===== src/rtl/pot3w_pkg.sv =====
package pot3w_pkg;

  typedef enum logic [2:0] {
    S_IDLE, S_SEL, S_LOW, S_HIGH, S_HOLD, S_WAIT, S_REARM, S_DONE
  } pot3w_state_e;

  function automatic int ns2cyc(input longint ns, input longint clk_khz);
    return int'((ns * clk_khz + 64'd999_999) / 64'd1_000_000);
  endfunction

  function automatic int imax(input int a, input int b);
    return (a > b) ? a : b;
  endfunction

endpackage


===== src/rtl/pot3w_timer.sv =====
module pot3w_timer #(
  parameter int CNT_W = 8
) (
  input  logic             clk_i,
  input  logic             rst_ni,
  input  logic             load_i,
  input  logic [CNT_W-1:0] val_i,
  output logic             zero_o
);
  logic [CNT_W-1:0] cnt_q;

  // loaded with N keeps the owning state for N cycles
  always_ff @(posedge clk_i or negedge rst_ni) begin
    if (!rst_ni)             cnt_q <= '0;
    else if (load_i)         cnt_q <= val_i - CNT_W'(1);
    else if (cnt_q != '0)    cnt_q <= cnt_q - CNT_W'(1);
  end

  assign zero_o = (cnt_q == '0);
endmodule


===== src/rtl/pot3w_pos.sv =====
module pot3w_pos #(
  parameter int POS_MAX = 99,
  parameter int POS_W   = 7
) (
  input  logic             clk_i,
  input  logic             rst_ni,
  input  logic             step_i,
  input  logic             up_i,
  output logic [POS_W-1:0] pos_o
);
  localparam logic [POS_W-1:0] TOP = POS_W'(POS_MAX);

  always_ff @(posedge clk_i or negedge rst_ni) begin
    if (!rst_ni) pos_o <= '0;
    else if (step_i) begin
      if (up_i && pos_o != TOP)      pos_o <= pos_o + POS_W'(1);
      else if (!up_i && pos_o != '0) pos_o <= pos_o - POS_W'(1);
    end
  end
endmodule


===== src/rtl/pot3w_seq.sv =====
module pot3w_seq import pot3w_pkg::*; #(
  parameter int STEP_W         = 7,
  parameter int CNT_W          = 8,
  parameter int T_SEL          = 1,
  parameter int T_INC_LOW      = 1,
  parameter int T_HI           = 1,
  parameter int T_LAST_LOW     = 1,
  parameter int T_PRE_DESEL    = 1,
  parameter int T_STORE_WAIT   = 1,
  parameter int T_NOSTORE_WAIT = 1,
  parameter int T_REARM        = 1
) (
  input  logic              clk_i,
  input  logic              rst_ni,
  input  logic              cmd_valid_i,
  input  logic              cmd_up_i,
  input  logic [STEP_W-1:0] cmd_steps_i,
  input  logic              cmd_store_i,
  output logic              cmd_ready_o,
  input  logic              tmr_zero_i,
  output logic              tmr_load_o,
  output logic [CNT_W-1:0]  tmr_val_o,
  output logic              step_o,
  output logic              cs_no,
  output logic              inc_o,
  output logic              dir_o,
  output logic              done_o
);
  pot3w_state_e st_q, st_d;
  logic [STEP_W-1:0] rem_q, rem_d;
  logic store_q, store_d, cs_d, inc_d, dir_d, fall;

  always_comb begin
    st_d = st_q; rem_d = rem_q; store_d = store_q;
    cs_d = cs_no; inc_d = inc_o; dir_d = dir_o;
    tmr_load_o = 1'b0; tmr_val_o = '0; fall = 1'b0;
    unique case (st_q)
      S_IDLE: if (cmd_valid_i) begin
        dir_d = cmd_up_i; store_d = cmd_store_i; rem_d = cmd_steps_i;
        if (cmd_steps_i == '0 && !cmd_store_i) st_d = S_DONE;
        else begin
          cs_d = 1'b0; tmr_load_o = 1'b1; tmr_val_o = CNT_W'(T_SEL); st_d = S_SEL;
        end
      end
      S_SEL, S_HIGH: if (tmr_zero_i) begin
        if (rem_q == '0) begin
          tmr_load_o = 1'b1; tmr_val_o = CNT_W'(T_PRE_DESEL); st_d = S_HOLD;
        end else fall = 1'b1;
      end
      S_LOW: if (tmr_zero_i) begin
        inc_d = 1'b1; tmr_load_o = 1'b1; tmr_val_o = CNT_W'(T_HI); st_d = S_HIGH;
      end
      S_HOLD: if (tmr_zero_i) begin
        cs_d = 1'b1; tmr_load_o = 1'b1;
        tmr_val_o = store_q ? CNT_W'(T_STORE_WAIT) : CNT_W'(T_NOSTORE_WAIT);
        st_d = S_WAIT;
      end
      S_WAIT: if (tmr_zero_i) begin
        if (!inc_o) begin
          inc_d = 1'b1; tmr_load_o = 1'b1; tmr_val_o = CNT_W'(T_REARM); st_d = S_REARM;
        end else st_d = S_DONE;
      end
      S_REARM: if (tmr_zero_i) st_d = S_DONE;
      S_DONE:  st_d = S_IDLE;
      default: st_d = S_IDLE;
    endcase
    if (fall) begin
      inc_d = 1'b0; rem_d = rem_q - STEP_W'(1); tmr_load_o = 1'b1;
      // last step without store: strobe stays low through deselect
      if (rem_q == STEP_W'(1) && !store_q) begin
        tmr_val_o = CNT_W'(T_LAST_LOW); st_d = S_HOLD;
      end else begin
        tmr_val_o = CNT_W'(T_INC_LOW); st_d = S_LOW;
      end
    end
  end

  always_ff @(posedge clk_i or negedge rst_ni) begin
    if (!rst_ni) begin
      st_q <= S_IDLE; rem_q <= '0; store_q <= 1'b0;
      cs_no <= 1'b1; inc_o <= 1'b1; dir_o <= 1'b0;
    end else begin
      st_q <= st_d; rem_q <= rem_d; store_q <= store_d;
      cs_no <= cs_d; inc_o <= inc_d; dir_o <= dir_d;
    end
  end

  assign step_o      = fall;
  assign cmd_ready_o = (st_q == S_IDLE);
  assign done_o      = (st_q == S_DONE);
endmodule


===== src/rtl/pot3w_driver.sv =====
module pot3w_driver import pot3w_pkg::*; #(
  parameter int CLK_KHZ        = 50_000,
  parameter int POS_MAX        = 99,
  parameter int STEP_W         = 7,
  parameter int T_CS_SETUP     = ns2cyc(100, CLK_KHZ),
  parameter int T_DIR_SETUP    = ns2cyc(2_900, CLK_KHZ),
  parameter int T_INC_LOW      = ns2cyc(1_000, CLK_KHZ),
  parameter int T_INC_HIGH     = ns2cyc(1_000, CLK_KHZ),
  parameter int T_CYC          = ns2cyc(4_000, CLK_KHZ),
  parameter int T_DIR_HOLD     = ns2cyc(100, CLK_KHZ),
  parameter int T_PRE_DESEL    = ns2cyc(1_000, CLK_KHZ),
  parameter int T_STORE_WAIT   = ns2cyc(20_000_000, CLK_KHZ),
  parameter int T_NOSTORE_WAIT = ns2cyc(100, CLK_KHZ)
) (
  input  logic              clk_i,
  input  logic              rst_ni,
  input  logic              cmd_valid_i,
  output logic              cmd_ready_o,
  input  logic              cmd_up_i,
  input  logic [STEP_W-1:0] cmd_steps_i,
  input  logic              cmd_store_i,
  output logic              done_o,
  output logic              cs_no,
  output logic              inc_o,
  output logic              dir_o,
  output logic [$clog2(POS_MAX+1)-1:0] pos_o
);
  localparam int POS_W      = $clog2(POS_MAX + 1);
  localparam int T_SEL      = imax(T_CS_SETUP, T_DIR_SETUP);
  localparam int T_HI       = imax(T_INC_HIGH, T_CYC - T_INC_LOW);
  localparam int T_LAST_LOW = imax(T_INC_LOW, T_PRE_DESEL);
  localparam int T_REARM    = imax(T_DIR_HOLD, T_INC_HIGH);
  localparam int T_MAX      = imax(imax(imax(T_SEL, T_HI), imax(T_LAST_LOW, T_REARM)),
                                   imax(T_STORE_WAIT, T_NOSTORE_WAIT));
  localparam int CNT_W      = $clog2(T_MAX + 1);

  logic tmr_load, tmr_zero, step;
  logic [CNT_W-1:0] tmr_val;

  pot3w_seq #(
    .STEP_W(STEP_W), .CNT_W(CNT_W), .T_SEL(T_SEL), .T_INC_LOW(T_INC_LOW),
    .T_HI(T_HI), .T_LAST_LOW(T_LAST_LOW), .T_PRE_DESEL(T_PRE_DESEL),
    .T_STORE_WAIT(T_STORE_WAIT), .T_NOSTORE_WAIT(T_NOSTORE_WAIT), .T_REARM(T_REARM)
  ) u_seq (
    .clk_i(clk_i), .rst_ni(rst_ni), .cmd_valid_i(cmd_valid_i), .cmd_up_i(cmd_up_i),
    .cmd_steps_i(cmd_steps_i), .cmd_store_i(cmd_store_i), .cmd_ready_o(cmd_ready_o),
    .tmr_zero_i(tmr_zero), .tmr_load_o(tmr_load), .tmr_val_o(tmr_val), .step_o(step),
    .cs_no(cs_no), .inc_o(inc_o), .dir_o(dir_o), .done_o(done_o)
  );

  pot3w_timer #(.CNT_W(CNT_W)) u_tmr (
    .clk_i(clk_i), .rst_ni(rst_ni), .load_i(tmr_load), .val_i(tmr_val), .zero_o(tmr_zero)
  );

  pot3w_pos #(.POS_MAX(POS_MAX), .POS_W(POS_W)) u_pos (
    .clk_i(clk_i), .rst_ni(rst_ni), .step_i(step), .up_i(dir_o), .pos_o(pos_o)
  );
endmodule


===== config.mk =====
export PLATFORM = sky130hd
export DESIGN_NAME = pot3w_driver
export DESIGN_NICKNAME = d
export VERILOG_FILES = /design/src/rtl/pot3w_pkg.sv /design/src/rtl/pot3w_timer.sv /design/src/rtl/pot3w_pos.sv /design/src/rtl/pot3w_seq.sv /design/src/rtl/pot3w_driver.sv
export SDC_FILE = /design/constraint.sdc
export NUM_CORES = 1
export LEC_CHECK = 0
export BUFFER_PORTS_ARGS = -buffer_cell sky130_fd_sc_hd__buf_2
export CORE_MARGIN = 4
export CORE_UTILIZATION = 25
export DETAILED_ROUTE_END_ITERATION = 10
export GPL_TIMING_DRIVEN = 0
export SLEW_MARGIN = 15
export SYNTH_ARGS = -nofsm -noshare
export SYNTH_HDL_FRONTEND = slang
export SYNTH_SLANG_ARGS = --single-unit

===== constraint.sdc =====
create_clock -name clk_i -period 5.9 [get_ports clk_i]
set_input_delay 0.885 -clock clk_i [delete_from_list [all_inputs] [get_ports clk_i]]
set_output_delay 0.885 -clock clk_i [all_outputs]
set_load 0.03 [all_outputs]

; Word-level counts from Yosys, hierarchy flattened
; Cells that the tools add are included.
; Widths: inputs -> output; s select.
[totals]
register_bits = 41
inputBits = 12
out_inout_bits = 12
elab_cells = 109
[op_classes]
n_addsub = 5
eq_ne = 19
muxes = 48
n_reduce_logical = 29
[ops]
columns = cell, count
row1 = $mux 20, 8
row2 = $pmux 20 s5, 1
row3 = $sub 20x1->20 const B, 2
row4 = $mux 7, 5
row5 = $mux 3, 10
row6 = $pmux 3 s7, 1
row7 = $logic_not 20->1, 1
row8 = $reduce_bool 20->1, 1
row9 = $mux 1, 17
row10 = $mux 8, 2
row11 = $ne 3x3->1 const B, 5
row12 = $logic_not 7->1, 2
row13 = $reduce_bool 2->1, 7
row14 = $sub 7x1->7 const B, 2
row15 = $eq 3x3->1 const B, 4
row16 = $mux 6, 2
row17 = $reduce_and 2->1, 4
row18 = $add 7x1->7 const B, 1
row19 = $eq 7x1->1 const B, 1
row20 = $ne 7x7->1 const B, 1
row21 = $reduce_and 7->1, 1
row22 = $reduce_bool 7->1, 1
row23 = $eq 3x2->1 const B, 2
row24 = $ne 2x2->1 const B, 3
row25 = 9 further kinds, 17

; Depth between registers and ports, before layout
[depth]
depth_word = 8
depth_mapped = 13
mapped_depth_nobuf = 11

; Cells and area by module
; From an unflattened synthesis, not the netlist that was laid out.
[hier_totals]
cells_unflattened = 357
area_unflattened_um2 = 3213.1
[by_module_without_submodules]
columns = mod, n_inst, cells_each, area_per_inst_um2, seq_area_each_um2
row1 = pot3w_timer, 1, 171, 1577.8, 500.5
row2 = pot3w_seq, 1, 136, 1101.1, 352.8
row3 = pot3w_pos, 1, 50, 534.3, 175.2

; Least setup slack after synthesis
; No wires, ideal clock.
[synth_path]
path_type = input to register
startpoint = in cmd_valid_i
endpoint = reg u_tmr.cnt_q[16]
setup_time_ns = 0.131
t_arrival_ns = 3.234
required_time_ns = 5.769
slack_ns = 2.535
stages = 12
path_buffers = 2
path_cell_list = or4b_1 clkbuf_1 a21oi_1 buf_4 a21oi_1 o22ai_1 ha_1 o221ai_2 a211oi_1 and2_1 a21oi_1 or3_1
[synth_via]
elab_chain_len = 5
word_cells_on_any_way = 9
cone_classes = add/sub (1) / mux (7) / reduce/logical (1)
[synth_lines]
columns = element, line_no
row1 = "start, declared", pot3w_driver.sv:17  ; input logic cmd_valid_i,
row2 = $mux 20, pot3w_seq.sv:38  ; S_IDLE: if (cmd_valid_i) begin
row3 = $pmux 20 s5, pot3w_seq.sv:37  ; unique case (st_q)
row4 = $mux 20, pot3w_seq.sv:67  ; if (fall) begin
row5 = $sub 20x1->20, pot3w_timer.sv:15  ; else if (load_i) cnt_q <= val_i - CNT_W'(1);
row6 = $mux 20, pot3w_timer.sv:15
row7 = "end signal, assigned", pot3w_timer.sv:15
row8 = "end signal, assigned", pot3w_timer.sv:16  ; else if (cnt_q != '0) cnt_q <= cnt_q - CNT_W'(1);
row9 = "end, declared", pot3w_timer.sv:10  ; logic [CNT_W-1:0] cnt_q;
; Several ways; a longest one is shown, not always the timed one.
; A chain may end at the register's enable or synchronous reset.

; Final worst setup path
[layout_path]
startpoint = reg u_tmr.cnt_q[11]
endpoint = reg u_tmr.cnt_q[16]
[layout_via]
elab_chain_len = 6
word_cells_on_any_way = 20
cone_classes = add/sub (2) / mux (15) / reduce/logical (3)
[layout_lines]
columns = element, line_no
row1 = $logic_not 20->1, pot3w_timer.sv:19  ; assign zero_o = (cnt_q == '0);
row2 = $mux 20 (tied with other cells), pot3w_seq.sv:58  ; S_WAIT: if (tmr_zero_i) begin
row3 = $pmux 20 s5 or $mux 1 (tied branches), pot3w_seq.sv:37
row4 = $mux 20, pot3w_seq.sv:67
row5 = $sub 20x1->20, pot3w_timer.sv:15
row6 = $mux 20, pot3w_timer.sv:15
; Several ways; a longest one is shown, not always the timed one. The select of a mux whose other input is x is not followed.

==> results.py <==
metrics = {
    "finish": {
        "areaGrowthSynthToFinish_pct": 14.3,
        "num-nets-final": 361,
        "nFillCells": 1120,
        "drive_gt1_share_pct": 17.1,
        "final_area_um2": 3110,
        "layout_common_cells": "dfrtp_1, nor2_1, nand2_1",
        "multi_input_area_um2": 1580,
        "finalNonFillerCells": 476,
        "ff_latch_area_um2": 1030,
        "antenna_cells": 0,
        "final_common_cell": "dfrtp_1",
    },
    "hold_path": {
        "min_to": "u_seq.cs_no",
        "min_delay_path_depth": 2,
        "hold_path.class": "reg -> reg",
        "min-delay-start": "u_seq.cs_no",
    },
    "detailed_routing": {
        "dr_total_vias": 2510,
        "drcViolationCount": 0,
        "drt_pass1_iterations": 5,
        "antenna_left": 0,
        "drt_first_iter_violations": 154,
        "wl_per_cell_um": 14.6,
        "wl_um": 6960,
        "via_per_inst": 5.27,
    },
    "setup_path": {
        "cp_max_fo": 9,
        "cp.arrival_ns": 4.62,
        "worst-r2r-setup-slack_ns": 1.46,
        "reg2reg_from": "u_tmr.cnt_q[11]",
        "cp-end-kind": "register",
        "ff2ff_path_depth": 11,
        "crit_chain": "nor4_1, nand4_1, nor2_1, a21oi_1, o22ai_1, ha_1, o221ai_2, a211oi_1, and2_1, a21oi_1, or3_1",
        "start_kind": "register",
        "crit_path_top_delay_cell": "nor2_1",
        "worstSetupPathType": "reg -> reg",
        "max_stage_delay_ns": 0.75,
        "required_ns": 6.08,
        "r2r-end": "u_tmr.cnt_q[16]",
        "crit_path_frequent_cell": "a21oi_1",
    },
    "placement": {
        "place_inst": 469,
        "dp_hpwl_um": 5060,
        "dp_slack_ns": 1.61,
        "port_buffers": 23,
        "place_area_um2": 3000,
        "gp_congestion": 0.921,
    },
    "clocking": {
        "ctsHoldBuffers": 0,
        "postCtsSetupBuffers": 0,
        "cts_tree": "yes",
        "cts_root_buffer": "clkbuf_8",
        "clock-sinks": 41,
        "h-tree-depth": 2,
        "cts.repair.resized": 0,
        "numCtsBuffers": 5,
        "clk_latency_ns": 0.30,
        "clockBufferDepth": 2,
        "clk_pin_slew_ns": 0.08,
    },
    "yosys": {
        "synth_area_per_cell_um2": 8.77,
        "ys_ff_latch": 41,
        "synthArstFlopShare_pct": 100,
        "synth_cells": 310,
        "synth_warnings": 0,
        "ys_types": 66,
        "synth_edf_count": 0,
        "synthFlopType": "dfrtp_1",
        "yosysSeqAreaShare_pct": 37.8,
        "syn_area_um2": 2720,
        "syn_nets": 331,
    },
    "sta": {
        "fin_crit_sh_pct": 75.3,
        "slew_headroom_pct": 35.0,
        "fin_crit_ns": 4.44,
        "setup_viol": 0,
        "max_freq_ghz": 0.225,
        "layout_setup_ws_ns": 1.46,
        "fin_setup_tns_ns": 0,
        "tightest_slew_ns": 0.964,
        "hold_viol": 0,
        "rsz0062_at_grt": "false",
        "drv_slew": 0,
        "fin_skew_ns": 0.00898,
    },
    "floorplanning": {
        "die_w_um": 112,
        "die_y_um": 112,
        "core_region_area_um2": 10500,
        "num_rows": 37,
        "floorplan.initialDensity_pct": 26.0,
        "ios": 24,
        "dieArea_um2": 12600,
    },
    "flow_run": {
        "cap_violations": 0,
    },
    "pwr": {
        "p_leak_nw": 1.31,
        "powerDensity_nw_per_um2": 272,
        "vdd_drop_max_mv": 0.124,
    },
    "grt": {
        "antenna_found_initial": 0,
        "grt_pass1_vias": 2380,
        "grtUsageTotal_pct": 11.2,
        "grt_remaining_overflow": 0,
        "grt_first_pass_wirelength_um": 12000,
        "grt_max_degree": 42,
    },
    "outcome": {
        "status": "completed",
    },
}
-- kinds of logic (layout without fill, tap and decap cells) --
logic type,Yosys count,count (layout),share of synthesized area (%)
xor gates and xnor gates,11,11,3.54
muxes,3,3,1.24
adders and majority gates,9,9,4.42
DFF,41,41,37.8
buffers and inverters,25,55,4.00
and+or+nand+nor,126,126,25.1
AOI/OAI and AO/OA,95,95,23.8
-- worst max-delay path by stage --
stage                         start               to  slack, ns  cells after the start
floorplan               cmd_valid_i  u_tmr.cnt_q[16]       2.53                     12
global placement    u_tmr.cnt_q[12]  u_tmr.cnt_q[16]       1.68                     11
finish              u_tmr.cnt_q[11]  u_tmr.cnt_q[16]       1.46                     11
detailed placement  u_tmr.cnt_q[11]  u_tmr.cnt_q[16]       1.61                     11
CTS                 u_tmr.cnt_q[11]  u_tmr.cnt_q[16]       1.58                     11
global route        u_tmr.cnt_q[11]  u_tmr.cnt_q[16]       1.14                     11
-- through the flow --
step	utilization (%)	total power [mW]	hold WS, ns
finish	29.7	0.847	0.487
global route	29.7	0.906	0.510
floorplan	-	0.559	0.484
global placement	28.7	0.613	0.475
detailed placement	28.7	0.621	0.481
CTS	29.7	0.848	0.493
-- state kept, by name, indices dropped and copies added (netlist names) --
signal	flops
u_seq.dir_o	1
u_seq.inc_o	1
u_seq.cs_no	1
u_seq.rem_q	7
u_pos.pos_o	7
u_seq.store_q	1
u_seq.st_q	3
u_tmr.cnt_q	20
-- layer usage --
layer / track usage [%] / up-vias / wire (µm)
met5: 0 / - / 0
met3: 1.99 / 14 / 340
met1: 16.0 / 1216 / 3320
li1: - / 1209 / -
met4: 4.01 / 0 / 104
met2: 17.0 / 71 / 3190
-- synth_stat cells (all sizes together) (5+ instances only) --
| cell | number | area, µm² |
|---|---|---|
| a21oi | 22 | 110 |
| nor2 | 31 | 116 |
| a21o | 6 | 45.0 |
| o31ai | 7 | 62.6 |
| dfrtp | 39 | 976 |
| or4 | 5 | 45.0 |
| or3 | 7 | 48.8 |
| xnor2 | 6 | 52.6 |
| o21ai | 26 | 130 |
| nor3 | 9 | 50.1 |
| nand3 | 9 | 45.0 |
| o211ai | 6 | 50.1 |
| nand2 | 31 | 116 |
| nor4 | 8 | 62.6 |
| buf | 5 | 33.8 |
| xor2 | 5 | 43.8 |
| clkbuf | 9 | 33.8 |
| inv | 11 | 41.3 |
| ha | 8 | 100 |
-- critical path: cells and delay by family, from the launching register on --
| family | cells | cell delay [ns] |
|---|---|---|
| AOI/OAI and AO/OA | 5 | 1.19 |
| and+or+nand+nor | 5 | 2.46 |
| DFF | 1 | 0.46 |
| adders and majority gates | 1 | 0.22 |
-- cell type report --
cell class              instances  share of cell area (%)
inverters                      11                    1.33
flip-flops and latches         41                    33.1
repair buffers                 23                    3.70
clock inverters                 2                    1.13
plain buffers                  14                    2.17
well taps                     136                    5.48
clock buffers                   5                    2.21
multi-input cells             244                    50.9
-- report_power, final --
| group | leakage [nW] | switching, mW | internal [mW] |
|---|---|---|---|
| Combinational | 0.765 | 0.125 | 0.101 |
| Clock | 0.0540 | 0.0998 | 0.123 |
| Sequential | 0.488 | 0.0643 | 0.333 |
| Total | 1.31 | 0.290 | 0.557 |
Note: power is estimated with default switching activity, not from simulation.
